===== config.mk =====
export PLATFORM = sky130hd
export DESIGN_NAME = hdlc_rx
export DESIGN_NICKNAME = d
export VERILOG_FILES = /design/src/rtl/hdlc_rx_pkg.sv /design/src/rtl/hdlc_rx_ser.sv /design/src/rtl/hdlc_rx_deframe.sv /design/src/rtl/hdlc_rx_crc.sv /design/src/rtl/hdlc_rx.sv
export SDC_FILE = /design/constraint.sdc
export NUM_CORES = 1
export LEC_CHECK = 0
export BUFFER_PORTS_ARGS = -buffer_cell sky130_fd_sc_hd__buf_2
export CAP_MARGIN = 20
export CORE_ASPECT_RATIO = 1.5
export CORE_UTILIZATION = 35
export DETAILED_ROUTE_END_ITERATION = 10
export GPL_ROUTABILITY_DRIVEN = 1
export PLACE_DENSITY = 0.6
export SLEW_MARGIN = 20
export SYNTH_ARGS = -nofsm -noshare
export SYNTH_HDL_FRONTEND = slang
export SYNTH_HIERARCHICAL = 1
export SYNTH_SLANG_ARGS = --single-unit

===== constraint.sdc =====
create_clock -name clk -period 6.4 [get_ports clk]
set_clock_uncertainty 0.15 [all_clocks]
set_input_delay 0.64 -clock clk [delete_from_list [all_inputs] [get_ports clk]]
set_output_delay 0.64 -clock clk [all_outputs]
set_load 0.005 [all_outputs]

===== src/rtl/hdlc_rx_pkg.sv =====
// Shared types and the per-octet CRC step for the HDLC receiver.
// Assumes reflected CRC-CCITT processing, data least significant bit first.
package hdlc_rx_pkg;

    typedef enum logic [1:0] {
        HS_ZERO = 2'd0,   // waiting for the leading 0 of a flag
        HS_ONES = 2'd1,   // counting the 1s of a candidate flag
        HS_LAST = 2'd2,   // six 1s seen, a 0 completes the flag
        HS_DATA = 2'd3    // inside a frame
    } hunt_st_t;

    typedef enum logic [1:0] {
        FS_GOOD    = 2'd0,
        FS_CRC     = 2'd1,
        FS_FRAMING = 2'd2,
        FS_ABORT   = 2'd3
    } frame_st_t;

    // Advance a reflected CRC by one octet.
    function automatic logic [15:0] crc_octet(input logic [15:0] c,
                                              input logic [7:0]  d,
                                              input logic [15:0] poly);
        logic [15:0] r;
        r = c ^ {8'h00, d};
        for (int k = 0; k < 8; k++) begin
            r = r[0] ? ((r >> 1) ^ poly) : (r >> 1);
        end
        return r;
    endfunction

endpackage


===== src/rtl/hdlc_rx_ser.sv =====
// Octet-to-bit front end.
// Merges the serial bit input with octets shifted out one bit per cycle.
// An octet is optionally bit-reversed, sends seven or eight bits, and is
// dropped whole when it is 0xFF while the deframer hunts.
// Assumes serial bits are offered only while oct_ready is high.
module hdlc_rx_ser #(
    parameter int OCT_W = 8
) (
    input  logic             clk,
    input  logic             rst_n,
    input  logic             cfg_adapt56,
    input  logic             cfg_bitrev,
    input  logic             hunting,
    input  logic             oct_valid,
    input  logic [OCT_W-1:0] oct_in,
    output logic             oct_ready,
    input  logic             sbit_valid,
    input  logic             sbit_in,
    output logic             lbit_valid,
    output logic             lbit
);
    localparam int CNT_W = $clog2(OCT_W + 1);

    logic [OCT_W-1:0] rev_oct;
    logic [OCT_W-1:0] norm_oct;
    logic [OCT_W-1:0] sreg;
    logic [CNT_W-1:0] left;
    logic             take;
    logic             idle_oct;

    // Mirror the octet bit order.
    for (genvar i = 0; i < OCT_W; i++) begin : g_rev
        assign rev_oct[i] = oct_in[OCT_W-1-i];
    end

    assign norm_oct  = cfg_bitrev ? rev_oct : oct_in;
    assign oct_ready = (left == '0);
    assign take      = oct_valid && oct_ready;
    assign idle_oct  = hunting && (oct_in == {OCT_W{1'b1}});

    // Load an accepted octet and shift it out one bit per cycle.
    always_ff @(posedge clk) begin
        if (!rst_n) begin
            sreg <= '0;
            left <= '0;
        end else if (take && !idle_oct) begin
            sreg <= norm_oct;
            left <= cfg_adapt56 ? CNT_W'(OCT_W - 1) : CNT_W'(OCT_W);
        end else if (left != '0) begin
            sreg <= sreg >> 1;
            left <= left - 1'b1;
        end
    end

    // Select the bit the deframer sees this cycle.
    always_comb begin
        if (left != '0) begin
            lbit_valid = 1'b1;
            lbit       = sreg[0];
        end else begin
            lbit_valid = sbit_valid;
            lbit       = sbit_in;
        end
    end

endmodule


===== src/rtl/hdlc_rx_deframe.sv =====
// Flag hunter, zero-bit destuffer and octet assembler.
// Emits single-cycle events: frame open, octet done, close by flag and
// abort. Close and abort fire only when the frame holds an octet.
// Assumes at most one line bit per cycle.
module hdlc_rx_deframe
    import hdlc_rx_pkg::*;
#(
    parameter int LEN_W = 16
) (
    input  logic             clk,
    input  logic             rst_n,
    input  logic             lbit_valid,
    input  logic             lbit,
    output logic             hunting,
    output logic             frame_open,
    output logic             oct_done,
    output logic [7:0]       oct_data,
    output logic             frame_close,
    output logic             frame_abort,
    output logic [LEN_W-1:0] oct_count
);
    localparam logic [2:0] RUN_STUFF = 3'd5;
    localparam logic [2:0] RUN_FLAG  = 3'd6;

    hunt_st_t         st, st_n;
    logic [2:0]       ones, ones_n;
    logic [2:0]       nbits, nbits_n;
    logic [7:0]       shreg, shreg_n;
    logic [LEN_W-1:0] count, count_n;
    logic             take_bit;

    assign hunting   = (st != HS_DATA);
    assign oct_count = count;
    assign oct_data  = {lbit, shreg[7:1]};

    // Next-state decode for hunting, destuffing and octet packing.
    always_comb begin
        st_n        = st;
        ones_n      = ones;
        nbits_n     = nbits;
        shreg_n     = shreg;
        count_n     = count;
        take_bit    = 1'b0;
        frame_open  = 1'b0;
        oct_done    = 1'b0;
        frame_close = 1'b0;
        frame_abort = 1'b0;
        if (lbit_valid) begin
            unique case (st)
                HS_ZERO: begin
                    if (!lbit) begin
                        st_n   = HS_ONES;
                        ones_n = '0;
                    end
                end
                HS_ONES: begin
                    if (lbit) begin
                        ones_n = ones + 3'd1;
                        if (ones == RUN_STUFF) st_n = HS_LAST;
                    end else begin
                        ones_n = '0;
                    end
                end
                HS_LAST: begin
                    if (lbit) begin
                        st_n = HS_ZERO;
                    end else begin
                        st_n       = HS_DATA;
                        frame_open = 1'b1;
                        ones_n     = '0;
                        nbits_n    = '0;
                        count_n    = '0;
                    end
                end
                default: begin
                    if (lbit) begin
                        if (ones == RUN_FLAG) begin
                            frame_abort = (count != '0);
                            st_n        = HS_ZERO;
                            ones_n      = '0;
                        end else begin
                            ones_n   = ones + 3'd1;
                            take_bit = (ones != RUN_STUFF);
                        end
                    end else if (ones == RUN_STUFF) begin
                        ones_n = '0;
                    end else if (ones == RUN_FLAG) begin
                        frame_close = (count != '0);
                        frame_open  = 1'b1;
                        ones_n      = '0;
                        nbits_n     = '0;
                        count_n     = '0;
                    end else begin
                        ones_n   = '0;
                        take_bit = 1'b1;
                    end
                end
            endcase
        end
        if (take_bit) begin
            shreg_n = {lbit, shreg[7:1]};
            nbits_n = nbits + 3'd1;
            if (nbits == 3'd7) begin
                oct_done = 1'b1;
                if (count != {LEN_W{1'b1}}) count_n = count + 1'b1;
            end
        end
    end

    // Hold the hunter and packer state.
    always_ff @(posedge clk) begin
        if (!rst_n) begin
            st    <= HS_ZERO;
            ones  <= '0;
            nbits <= '0;
            shreg <= '0;
            count <= '0;
        end else begin
            st    <= st_n;
            ones  <= ones_n;
            nbits <= nbits_n;
            shreg <= shreg_n;
            count <= count_n;
        end
    end

endmodule


===== src/rtl/hdlc_rx_crc.sv =====
// Per-octet CRC accumulator.
// Presets on frame open and advances on each completed octet.
// Assumes open and octet-done never coincide.
module hdlc_rx_crc
    import hdlc_rx_pkg::*;
#(
    parameter logic [15:0] POLY = 16'h8408,
    parameter logic [15:0] INIT = 16'hFFFF
) (
    input  logic        clk,
    input  logic        rst_n,
    input  logic        preset,
    input  logic        advance,
    input  logic [7:0]  octet,
    output logic [15:0] crc
);
    // Keep the running check value of the current frame.
    always_ff @(posedge clk) begin
        if (!rst_n) begin
            crc <= INIT;
        end else if (preset) begin
            crc <= INIT;
        end else if (advance) begin
            crc <= crc_octet(crc, octet, POLY);
        end
    end

endmodule


===== src/rtl/hdlc_rx.sv =====
// HDLC receiver top.
// Chains the octet front end, the deframer and the CRC. Two octets are held
// back, so the check octets of a frame never reach the byte stream. Each
// closed or aborted frame gets one status code.
// Assumes the consumer always takes out_valid octets.
module hdlc_rx
    import hdlc_rx_pkg::*;
#(
    parameter int          LEN_W    = 16,
    parameter logic [15:0] CRC_POLY = 16'h8408,
    parameter logic [15:0] CRC_INIT = 16'hFFFF,
    parameter logic [15:0] CRC_GOOD = 16'hF0B8
) (
    input  logic             clk,
    input  logic             rst_n,
    input  logic             cfg_adapt56,
    input  logic             cfg_bitrev,
    input  logic             bit_valid,
    input  logic             bit_in,
    input  logic             oct_valid,
    input  logic [7:0]       oct_in,
    output logic             oct_ready,
    output logic             out_valid,
    output logic [7:0]       out_data,
    output logic             out_sof,
    output logic             out_eof,
    output logic [1:0]       out_status,
    output logic [LEN_W-1:0] out_len
);
    localparam int HOLD = 2;

    logic             lbit_valid, lbit, hunting;
    logic             frame_open, oct_done, frame_close, frame_abort;
    logic [7:0]       oct_data;
    logic [LEN_W-1:0] oct_count;
    logic [15:0]      crc;
    logic [7:0]       hold_q [HOLD];
    logic [1:0]       held;
    logic             first_pend;
    frame_st_t        st_code;
    logic [LEN_W-1:0] len_code;

    hdlc_rx_ser #(.OCT_W(8)) u_ser (
        .clk         (clk),
        .rst_n       (rst_n),
        .cfg_adapt56 (cfg_adapt56),
        .cfg_bitrev  (cfg_bitrev),
        .hunting     (hunting),
        .oct_valid   (oct_valid),
        .oct_in      (oct_in),
        .oct_ready   (oct_ready),
        .sbit_valid  (bit_valid),
        .sbit_in     (bit_in),
        .lbit_valid  (lbit_valid),
        .lbit        (lbit)
    );

    hdlc_rx_deframe #(.LEN_W(LEN_W)) u_deframe (
        .clk         (clk),
        .rst_n       (rst_n),
        .lbit_valid  (lbit_valid),
        .lbit        (lbit),
        .hunting     (hunting),
        .frame_open  (frame_open),
        .oct_done    (oct_done),
        .oct_data    (oct_data),
        .frame_close (frame_close),
        .frame_abort (frame_abort),
        .oct_count   (oct_count)
    );

    hdlc_rx_crc #(.POLY(CRC_POLY), .INIT(CRC_INIT)) u_crc (
        .clk     (clk),
        .rst_n   (rst_n),
        .preset  (frame_open),
        .advance (oct_done),
        .octet   (oct_data),
        .crc     (crc)
    );

    // Classify the frame that ends this cycle.
    always_comb begin
        if (frame_abort) begin
            st_code = FS_ABORT;
        end else if (oct_count < LEN_W'(HOLD)) begin
            st_code = FS_FRAMING;
        end else if (crc != CRC_GOOD) begin
            st_code = FS_CRC;
        end else begin
            st_code = FS_GOOD;
        end
        len_code = (st_code == FS_GOOD) ? oct_count - LEN_W'(HOLD) : oct_count;
    end

    // Hold back two octets, emit the older one and report frame ends.
    always_ff @(posedge clk) begin
        if (!rst_n) begin
            out_valid  <= 1'b0;
            out_data   <= '0;
            out_sof    <= 1'b0;
            out_eof    <= 1'b0;
            out_status <= '0;
            out_len    <= '0;
            held       <= '0;
            first_pend <= 1'b0;
            for (int i = 0; i < HOLD; i++) hold_q[i] <= '0;
        end else begin
            out_valid <= 1'b0;
            out_sof   <= 1'b0;
            out_eof   <= 1'b0;
            if (frame_close || frame_abort) begin
                out_eof    <= 1'b1;
                out_status <= st_code;
                out_len    <= len_code;
            end
            if (frame_open || frame_abort) begin
                held       <= '0;
                first_pend <= frame_open;
            end else if (oct_done) begin
                if (held == 2'(HOLD)) begin
                    out_valid  <= 1'b1;
                    out_data   <= hold_q[0];
                    out_sof    <= first_pend;
                    first_pend <= 1'b0;
                    hold_q[0]  <= hold_q[1];
                    hold_q[1]  <= oct_data;
                end else begin
                    hold_q[held[0]] <= oct_data;
                    held            <= held + 2'd1;
                end
            end
        end
    end

endmodule


==> results of run 1 <==
==> layer usage <==
layer	global-route usage [%]	wire, um	vias to the layer above
li1	-	-	2340
met1	18.4	5500	2209
met2	28.6	6610	113
met3	2.03	423	30
met4	7.80	365	0
met5	0	0	-
==> worst max-delay path: cells and delay by family, from the launching register on <==
kind                     cells  cell delay (ns)
flip-flops                   1             0.32
adder cells (fa/ha/maj)      1             0.19
AO/OA/AOI/OAI                1             0.25
AND/OR/NAND/NOR              7             2.43
buffers and inverters        3             0.39
==> cells by family after synthesis <==
group	synth area share [%]
buffers and inverters	4.85
adders and majority gates	2.22
muxes	2.53
DFF	40.8
xor gates and xnor gates	8.22
AOI/OAI and AO/OA	18.0
and+or+nand+nor	23.4
==> area by class of cell <==
class | instances | area [um^2] | share of cell area (%)
sequential | 107 | 2300 | 37.0
clock buffer | 9 | 225 | 3.62
tap | 203 | 254 | 4.08
clock inverter | 7 | 51.3 | 0.824
multi-input combinational | 459 | 3080 | 49.4
inverter | 23 | 86.3 | 1.39
timing repair buffer | 45 | 228 | 3.66
==> stage by stage <==
step,utilization (%),power [uW]
after floorplan,-,952
after global placement,37.9,981
after detailed placement,37.9,992
after CTS,39.6,1510
after global routing,39.6,1570
final,39.6,1500
==> state kept, by name (all words and copies together) (netlist names), 4 cells and up <==
register,cells
hold_q,16
out_len,16
u_crc/crc,16
u_deframe/oct_count,16
out_data,8
u_ser/sreg,8
u_deframe/shreg,7
u_ser/left,4
==> cells in the mapped netlist, types with 3 or more instances <==
| cell type | count |
|---|---|
| o221ai_1 | 6 |
| ha_1 | 10 |
| a22o_1 | 8 |
| nor2b_1 | 13 |
| nor4_1 | 15 |
| nand4_1 | 12 |
| a21oi_1 | 53 |
| a211oi_1 | 6 |
| nand2b_1 | 11 |
| and3_1 | 5 |
| a31oi_1 | 9 |
| nor3_1 | 15 |
| and4_1 | 5 |
| edfxtp_1 | 16 |
| buf_1 | 3 |
| o21ai_1 | 3 |
| or4_1 | 6 |
| and4b_1 | 3 |
| nand4b_1 | 3 |
| nor2_1 | 20 |
| nand3_1 | 22 |
| xnor3_1 | 8 |
| buf_4 | 3 |
| buf_6 | 3 |
| o31ai_1 | 3 |
| nand3b_1 | 3 |
| clkbuf_1 | 20 |
| inv_1 | 21 |
| o21ai_0 | 47 |
| or3_1 | 8 |
| buf_2 | 8 |
| dfxtp_1 | 91 |
| mux2i_1 | 12 |
| nor4b_1 | 6 |
| xor2_1 | 3 |
| nand2_2 | 3 |
| nand2_1 | 67 |
| o211ai_1 | 11 |
| xnor2_1 | 23 |
==> power by group <==
group / internal [uW] / switching [uW] / total (uW)
sequential: 720 / 28.2 / 748
clock: 265 / 254 / 520
combinational: 90.4 / 140 / 231
==> worst max-delay path by stage <==
| stage | start | endpoint | slack, ns | cells past startpoint |
|---|---|---|---|---|
| global route | u_ser/left[0]$_SDFFE_PN0P_ | hold_q[0][5]$_DFFE_PP_ | 1.90 | 12 |
| floorplan | u_ser/left[0]$_SDFFE_PN0P_ | hold_q[0][0]$_DFFE_PP_ | 3.39 | 12 |
| global placement | u_ser/left[0]$_SDFFE_PN0P_ | hold_q[0][1]$_DFFE_PP_ | 2.54 | 12 |
| finish | u_ser/left[0]$_SDFFE_PN0P_ | hold_q[0][6]$_DFFE_PP_ | 2.33 | 12 |
| detailed placement | u_ser/left[0]$_SDFFE_PN0P_ | hold_q[0][4]$_DFFE_PP_ | 2.32 | 12 |
| CTS | u_ser/left[0]$_SDFFE_PN0P_ | hold_q[0][4]$_DFFE_PP_ | 2.29 | 12 |
==> metrics.md, run 1 <==
| Metric | Value |
|---|---|
| Outcome | finished, final reports clean |
| Slew Limit Fails | 0 |
| Cell taking the most area after synthesis | dfxtp_1 |
| Maximum number of pins on one net before global-route repair | 65 |
| Max FO, Critical Path | 23 |
| Syn Nets | 652 |
| Fill cells | 1607 |
| Share of the synthesized area in the top cell type | 32.3% |
| VDD IR max | 0.000120 V |
| Non-filler cells, final | 853 |
| Grt ovf | 0 |
| Type of origin of the critical path | flop |
| Hold EP | out_data[4]$_SDFFE_PN0P_ |
| Worst min path class | flop to flop |
| Leading cell type in the layout, fill and taps excluded | dfxtp_1 |
| PD cells | 241 nW/um^2 |
| Clock tree from TritonCTS | built |
| Vias | 4692 |
| Die X | 106 um |
| Leakage | 0.00230 uW |
| Post-Synthesis Cells | 627 |
| Initial core utilization | 36.0% |
| Worst path max stage delay | 0.56 ns |
| Num rows | 56 |
| Global-route wire length before repair | 21400 um |
| Initial antenna violation count | 0 |
| CP dominant cell by count | inv_1 |
| Tmin final | 4.07 ns |
| Area Growth Syn to Fin | 10.2% |
| Hold Slack | 0.308 ns |
| Total GRT Usage | 15.9% |
| CTS Hold Bufs | 0 |
| CP endpoint kind | flop |
| Remaining antenna violation count | 0 |
| DP Area | 5950 um^2 |
| Reg-to-Reg End | hold_q[0][6]$_DFFE_PP_ |
| Final Cell Area | 6220 um^2 |
| Final Hold Violating Endpoints | 0 |
| Place WS | 2.32 ns |
| Gpl congestion | 0.814 |
| R2r setup slk | 2.33 ns |
| Drt pass-1 iters | 5 |
| Skew-Pair Late Insertion Delay | 0.35 ns |
| WL/cell | 15.1 um |
| CTS Root Cell | clkbuf_16 |
| Placed Instances | 837 |
| Die height | 158 um |
| Final setup viols | 0 |
| Core area | 15700 um^2 |
| I/O pin count | 45 |
| Netlist Area Pre-Place | 5650 um^2 |
| Final Net Count | 670 |
| Initial DRC count | 319 |
| Crit Path Category | flop to flop |
| Ys Warns | 6 |
| CTS Buf Count | 9 |
| Most frequent cells in the layout | dfxtp_1, nand2_1, a21oi_1 |
| Final WS setup | 2.33 ns |
| Die Area | 16700 um^2 |
| Vias in the first global route | 4476 |
| Top_reg_cell synth | dfxtp_1 |
| Clock buffer depth | 2 |
| Sequential fraction of the synthesis area | 40.8% |
| Drt drc | 0 |
| Total Routed Length | 12900 um |
| Slew HR | 32.0% |
| CP required | 6.27 ns |
| RSZ-0062 raised after global routing | false |
| Number of synthesized flops with an enable pin | 16 |
| FF-to-FF path depth | 12 |
| CP Cell Sequence | inv_1 > ha_1 > inv_1 > nor3_4 > nand2b_1 > nand3b_1 > a21o_1 > inv_1 > nor2_1 > nand2_1 > nor3b_2 > or3_1 |
| CTS sink cnt | 107 |
| Final worst-path cycle share | 63.6% |
| Async SR Flop Fraction | 0% |
| Crit path DAT | 3.94 ns |
| R2R Path Start | u_ser/left[0]$_SDFFE_PN0P_ |
| Vias per cell | 5.50 |
| Max-cap violations | 0 |
| Clock transition at the registers of the reported paths | 0.07 ns |
| Setup TNS | 0 ns |
| Highest achievable clock rate | 246 MHz |
| Crit path max-delay cell type | nor3_4 |
| #FFs+latches synth | 107 |
| HP Start | out_data[4]$_SDFFE_PN0P_ |
| Post-CTS setup buffer count | 0 |
| DPL Wire Length | 9210 um |
| Share of layout cells above drive strength 1 | 12.6% |
| CTS resizes | 0 |
| CTS H-Tree Depth | 3 |
| Synth Area per Inst | 9.00 um^2 |
| WHS Path Cells | 2 |
| Port Buffers | 44 |
| Netlist cell types | 75 |
| Dominant cells by area after synthesis | dfxtp_1, edfxtp_1, a21oi_1 |
| Worst Max-Slew Pin Slew | 1.01 ns |
| N_diodes | 0 |
Note: power is estimated with default switching activity, not from simulation.
==> run 2: changes to the inputs <==
- clock period: 6.4 -> 4.2 ns (I/O delays scaled with it)
==> metrics.md, run 2 (synthesis gave the netlist of run 1 again) <==
| Metric | Value |
|---|---|
| Die height | 158 um (unchanged) |
| WP buf/inv | 3 (unchanged) |
| Crit path DAT | 3.65 ns (was 3.94 ns) |
| Initial core utilization | 36.0% (unchanged) |
| Drt drc | 0 (unchanged) |
| Fill cells | 1605 (was 1607) |
| Final setup viols | 0 (unchanged) |
| Tmin final | 3.78 ns (was 4.07 ns) |
| Delay-heaviest family, CP | simple AND/OR/NAND/NOR gates (unchanged) |
| Grt ovf | 0 (unchanged) |
| Skew-Pair Late Insertion Delay | 0.35 ns (about the same) |
| Slew Limit Fails | 0 (unchanged) |
| Clock tree from TritonCTS | built (unchanged) |
| Share of layout cells above drive strength 1 | 13.4% (was 12.6%) |
| Final Net Count | 675 (was 670) |
| CTS sink cnt | 107 (unchanged) |
| PD cells | 366 nW/um^2 (was 241 nW/um^2) |
| Vias in the first global route | 4537 (was 4476) |
| Leading cell type in the layout, fill and taps excluded | dfxtp_1 (unchanged) |
| Num rows | 56 (unchanged) |
| Worst path max stage delay | 0.53 ns (was 0.56 ns) |
| Most frequent cells in the layout | dfxtp_1, nand2_1, a21oi_1 (unchanged) |
| N_diodes | 0 (unchanged) |
| Vias per cell | 5.50 (about the same) |
| DPL Wire Length | 9190 um (was 9210 um) |
| Total GRT Usage | 16.0% (was 15.9%) |
| RSZ-0062 raised after global routing | false (unchanged) |
| CTS Root Cell | clkbuf_16 (unchanged) |
| Gpl congestion | 0.846 (was 0.814) |
| Core area | 15700 um^2 (unchanged) |
| CTS resizes | 0 (unchanged) |
| CP required | 4.07 ns (was 6.27 ns) |
| Crit Path Category | flop to flop (unchanged) |
| Final worst-path cycle share | 89.9% (was 63.6%) |
| Drt pass-1 iters | 5 (unchanged) |
| Die X | 106 um (unchanged) |
| Global-route wire length before repair | 21600 um (was 21400 um) |
| Crit path max-delay cell type | nor3b_2 (was nor3_4) |
| Slew HR | 33.8% (was 32.0%) |
| Maximum number of pins on one net before global-route repair | 42 (was 65) |
| CTS Hold Bufs | 0 (unchanged) |
| Outcome | finished, final reports clean (unchanged) |
| Vias | 4715 (was 4692) |
| CTS H-Tree Depth | 3 (unchanged) |
| CP dominant cell by count | inv_1 (unchanged) |
| Initial DRC count | 349 (was 319) |
| Area Growth Syn to Fin | 10.9% (was 10.2%) |
| Setup TNS | 0 ns (unchanged) |
| Highest achievable clock rate | 265 MHz (was 246 MHz) |
| Max-cap violations | 0 (unchanged) |
| CP Cell Sequence | inv_1 > ha_1 > inv_1 > nor3_4 > nand2b_1 > and4_1 > nand2_2 > inv_2 > nor2b_1 > nor3b_2 > or3_1 (was inv_1 > ha_1 > inv_1 > nor3_4 > nand2b_1 > nand3b_1 > a21o_1 > inv_1 > nor2_1 > nand2_1 > nor3b_2 > or3_1) |
| Final Hold Violating Endpoints | 0 (unchanged) |
| Worst Max-Slew Pin Slew | 0.985 ns (was 1.01 ns) |
| Initial antenna violation count | 0 (unchanged) |
| Place WS | 0.446 ns (was 2.32 ns) |
| Max FO, Critical Path | 20 (was 23) |
| I/O pin count | 45 (unchanged) |
| Port Buffers | 44 (unchanged) |
| Leakage | 0.00234 uW (was 0.00230 uW) |
| WL/cell | 15.0 um (was 15.1 um) |
| VDD IR max | 0.000178 V (was 0.000120 V) |
| Type of origin of the critical path | flop (unchanged) |
| CTS Buf Count | 9 (unchanged) |
| Worst min path class | primary input to flop (was flop to flop) |
| Clock buffer depth | 2 (unchanged) |
| Remaining antenna violation count | 0 (unchanged) |
| Clock transition at the registers of the reported paths | 0.07 ns (about the same) |
| Final WS setup | 0.423 ns (was 2.33 ns) |
| Post-CTS setup buffer count | 0 (unchanged) |
| CP endpoint kind | flop (unchanged) |
| Die Area | 16700 um^2 (unchanged) |
| Total Routed Length | 12900 um (about the same) |
-- run 2: path summary, 6_finish.rpt --
path	from	to	slack (ns)	cells after the start
setup reg to reg	u_ser/left[0]$_SDFFE_PN0P_	hold_q[0][7]$_DFFE_PP_	0.42	11
hold / removal	cfg_adapt56	u_ser/left[2]$_SDFFE_PN0P_	0.21	3
setup / recovery	u_ser/left[0]$_SDFFE_PN0P_	hold_q[0][7]$_DFFE_PP_	0.42	11
hold reg to reg	out_data[7]$_SDFFE_PN0P_	out_data[7]$_SDFFE_PN0P_	0.30	2
-- run 2: cell type report --
type | instances | area, um^2 | share of cell area (%)
clock buffer | 9 | 225 | 3.60
inverter | 23 | 86.3 | 1.38
timing repair buffer | 50 | 265 | 4.24
tap | 203 | 254 | 4.06
multi-input combinational | 459 | 3080 | 49.1
clock inverter | 7 | 50.0 | 0.800
sequential | 107 | 2300 | 36.8
-- run 2: metal layers --
| metal | share of wire (%) | GRT usage, % |
|---|---|---|
| met1 | 43 | 18.1 |
| met5 | 0 | 0 |
| met4 | 2.3 | 6.75 |
| met3 | 4.0 | 2.11 |
| met2 | 50 | 29.8 |
-- run 2: stage by stage --
step	power [uW]	util (%)	hold slack [ns]	instances	instance area, um^2
6_report	2290	39.9	0.206	858	6260
2_1_floorplan	1450	-	0.277	627	5650
4_1_cts	2310	39.9	0.198	858	6260
3_3_place_gp	1510	38.1	0.290	842	5980
3_5_place_dp	1520	38.1	0.293	842	5980
5_1_grt	2400	39.9	0.207	858	6260
-- run 2: worst reg2reg max path: stages, from the launching register on --
cell and delay, ns:
dfxtp_1 0.35, inv_1 0.06, ha_1 0.22, inv_1 0.14, nor3_4 0.06, nand2b_1 0.32, and4_1 0.29, nand2_2 0.23
inv_2 0.38, nor2b_1 0.34, nor3b_2 0.53, or3_1 0.38
-- run 2: report_power, final --
part | internal [uW] | switching (uW) | total (uW) | leakage (uW)
sequential | 1100 | 43.9 | 1140 | 0.000888
clock | 405 | 383 | 789 | 0.000140
combinational | 146 | 213 | 359 | 0.00132
==> run 3: changes to the inputs <==
- ABC_AREA: default -> 1
- CAP_MARGIN: 20 -> default
==> metrics.md, run 3 <==
| Metric | Value |
|---|---|
| Most instantiated cells after synthesis | nand2_1, inv_1, dfxtp_1 (was dfxtp_1, nand2_1, a21oi_1) |
| Leading cell type in the layout, fill and taps excluded | nand2_1 (was dfxtp_1) |
| DP Area | 6440 um^2 (was 5980 um^2) |
| Dominant cells by area after synthesis | dfxtp_1, nand2_1, edfxtp_1 (was dfxtp_1, edfxtp_1, a21oi_1) |
| Initial core utilization | 36.0% (about the same) |
| Vias | 5366 (was 4715) |
| Clock tree from TritonCTS | built (unchanged) |
| #FFs+latches synth | 107 (unchanged) |
| R2R Path Start | u_ser/left[0]$_SDFFE_PN0P_ (unchanged) |
| Sequential cell area | 2300 um^2 (unchanged) |
| Die height | 163 um (was 158 um) |
| Sequential fraction of the synthesis area | 37.9% (was 40.8%) |
| Setup crit start | u_ser/left[0]$_SDFFE_PN0P_ (unchanged) |
| Drt pass-1 iters | 5 (unchanged) |
| CP required | 4.10 ns (was 4.07 ns) |
| Clock buffer depth | 2 (unchanged) |
| Tmin final | 3.22 ns (was 3.78 ns) |
| Vias in the first global route | 5163 (was 4537) |
| CP Cell Sequence | inv_1 > ha_1 > nand2_1 > buf_4 > inv_1 > nand2_1 > nand2_1 > inv_1 > nand3_1 > a21oi_2 > nor2_1 > inv_2 > nor2_2 > nor2_2 > nand2_1 (was inv_1 > ha_1 > inv_1 > nor3_4 > nand2b_1 > and4_1 > nand2_2 > inv_2 > nor2b_1 > nor3b_2 > or3_1) |
| Place WS | 0.980 ns (was 0.446 ns) |
| Clock transition at the registers of the reported paths | 0.08 ns (was 0.07 ns) |
| Die X | 110 um (was 106 um) |
| Initial antenna violation count | 0 (unchanged) |
| Slew Limit Fails | 0 (unchanged) |
| Remaining antenna violation count | 0 (unchanged) |
| Global-route wire length before repair | 22800 um (was 21600 um) |
| Max-cap violations | 0 (unchanged) |
| Post-Synthesis Cells | 867 (was 627) |
| Most frequent cell after synthesis | nand2_1 (was dfxtp_1) |
| FF-to-FF path depth | 15 (was 11) |
| Share of the synthesized area in the top cell type | 30.0% (was 32.3%) |
| PD cells | 387 nW/um^2 (was 366 nW/um^2) |
| Maximum number of pins on one net before global-route repair | 41 (was 42) |
| Worst path max stage delay | 0.35 ns (was 0.53 ns) |
| CTS Buf Count | 9 (unchanged) |
| Vias per cell | 4.78 (was 5.50) |
| Die Area | 17900 um^2 (was 16700 um^2) |
| RSZ-0062 raised after global routing | false (unchanged) |
| CTS H-Tree Depth | 3 (unchanged) |
| Gpl congestion | 0.802 (was 0.846) |
| Initial DRC count | 255 (was 349) |
| Multi-input logic area | 3150 um^2 (was 3080 um^2) |
| Worst min path class | primary input to flop (unchanged) |
| Setup TNS | 0 ns (unchanged) |
| Syn Nets | 892 (was 652) |
| Total GRT Usage | 16.1% (was 16.0%) |
| Outcome | finished, final reports clean (unchanged) |
| Port Buffers | 44 (unchanged) |
| Top_reg_cell synth | dfxtp_1 (unchanged) |
| Worst path depth | 15 (was 11) |
| WL/cell | 11.9 um (was 15.0 um) |
| HP Start | cfg_adapt56 (unchanged) |
| Ys Warns | 6 (unchanged) |
| Final worst-path cycle share | 76.7% (was 89.9%) |
| Num rows | 58 (was 56) |
| Drt drc | 0 (unchanged) |
| WP buf/inv | 5 (was 3) |
| WHS Path Cells | 3 (unchanged) |
| Highest achievable clock rate | 310 MHz (was 265 MHz) |
| VDD IR max | 0.000171 V (was 0.000178 V) |
| Type of origin of the critical path | flop (unchanged) |
| Crit Path Category | flop to flop (unchanged) |
| Final setup viols | 0 (unchanged) |
| CTS Root Cell | clkbuf_16 (unchanged) |
| Max FO, Critical Path | 12 (was 20) |
| Cell taking the most area after synthesis | dfxtp_1 (unchanged) |
| Share of layout cells above drive strength 1 | 13.8% (was 13.4%) |
| CP dominant cell by count | nand2_1 (was inv_1) |
| CP endpoint kind | flop (unchanged) |
| Total Routed Length | 13300 um (was 12900 um) |
| N_diodes | 0 (unchanged) |
| Final Cell Area | 6760 um^2 (was 6260 um^2) |
| Netlist Area Pre-Place | 6070 um^2 (was 5650 um^2) |
| Async SR Flop Fraction | 0% (unchanged) |
| Leakage | 0.00307 uW (was 0.00234 uW) |
| Skew-Pair Late Insertion Delay | 0.36 ns (was 0.35 ns) |
| Final WS setup | 0.979 ns (was 0.423 ns) |
| Number of synthesized flops with an enable pin | 16 (unchanged) |
| Synth Area per Inst | 7.00 um^2 (was 9.00 um^2) |
| Final Hold Violating Endpoints | 0 (unchanged) |
| Grt ovf | 0 (unchanged) |
| DPL Wire Length | 9810 um (was 9190 um) |
| Core area | 16800 um^2 (was 15700 um^2) |
| Most frequent cells in the layout | nand2_1, inv_1, dfxtp_1 (was dfxtp_1, nand2_1, a21oi_1) |
| Netlist cell types | 43 (was 75) |
| Area Growth Syn to Fin | 11.3% (was 10.9%) |
| CTS Hold Bufs | 0 (unchanged) |
| Final Net Count | 933 (was 675) |
| CTS resizes | 0 (unchanged) |
| I/O pin count | 45 (unchanged) |
| Crit path DAT | 3.12 ns (was 3.65 ns) |
| Fill cells | 1799 (was 1605) |
| Post-CTS setup buffer count | 0 (unchanged) |
| Worst Max-Slew Pin Slew | 0.566 ns (was 0.985 ns) |
| Slew HR | 62.3% (was 33.8%) |
| Delay-heaviest family, CP | simple AND/OR/NAND/NOR gates (unchanged) |
| R2r setup slk | 0.98 ns (was 0.42 ns) |
| CTS sink cnt | 107 (unchanged) |
| Crit path max-delay cell type | dfxtp_1 (was nor3b_2) |
[run 3: cell types whose count changed in the layout (fill, tap and decap cells not counted), moves of 13 or more]
cell	previous run	this run
nand2_1	67	238
inv_1	21	114
nor2_1	20	81
nand3_1	22	74
nor2b_1	13	0
[run 3: final timing paths]
check                                     to
setup / recovery      hold_q[1][5]$_DFFE_PP_
hold / removal    u_ser/left[2]$_SDFFE_PN0P_
setup reg to reg      hold_q[1][5]$_DFFE_PP_
hold reg to reg     out_data[5]$_SDFFE_PN0P_
[run 3: metrics by stage]
stage          hold WS, ns  total power (uW)  util, %  cells
2_1_floorplan        0.285              1650        -    867
6_report             0.266              2610     40.1   1123
3_3_place_gp         0.289              1770     38.3   1107
4_1_cts              0.258              2640     40.1   1123
5_1_grt              0.299              2780     40.1   1123
3_5_place_dp         0.293              1770     38.3   1107
[run 3: layout make-up]
| type | instances | share of cell area, % |
|---|---|---|
| Sequential cell | 107 | 34.1 |
| Multi-Input combinational cell | 615 | 46.6 |
| Tap cell | 210 | 3.89 |
| Clock inverter | 7 | 1.28 |
| Inverter | 127 | 7.11 |
| Timing Repair Buffer | 48 | 3.70 |
| Clock buffer | 9 | 3.33 |
[run 3: layer usage]
metal  wire [um]  part of all wire, %  GRT usage, %  vias to the layer above
li1            -                    -             -                     2843
met1        5900                   44          18.0                     2427
met2        6820                   51          29.6                       69
met3         255                  1.9          1.88                       27
met4         367                  2.8          7.33                        0
met5           0                    0             0                        -
[run 3: cell families (layout without fill, tap and decap cells)]
logic type,count (synthesis),count (layout),share of synthesized area (%)
compound gates,127,127,11.8
xor+xnor,26,26,3.75
fa+ha+maj,10,10,2.06
buf+inv,145,191,10.2
flops,107,107,37.9
mux,1,1,0.186
simple gates,451,451,34.1
[run 3: worst reg2reg max path, delay by kind of cell, from the launching register on]
family / cells / cell delay, ns
simple gates: 8 / 1.25
buf+inv: 5 / 0.62
flops: 1 / 0.35
compound gates: 1 / 0.34
fa+ha+maj: 1 / 0.22
[run 3: where the power goes]
| part | internal, uW | switching, uW |
|---|---|---|
| registers | 1100 | 54.7 |
| logic | 191 | 397 |
| clock network | 429 | 442 |
| total | 1720 | 893 |
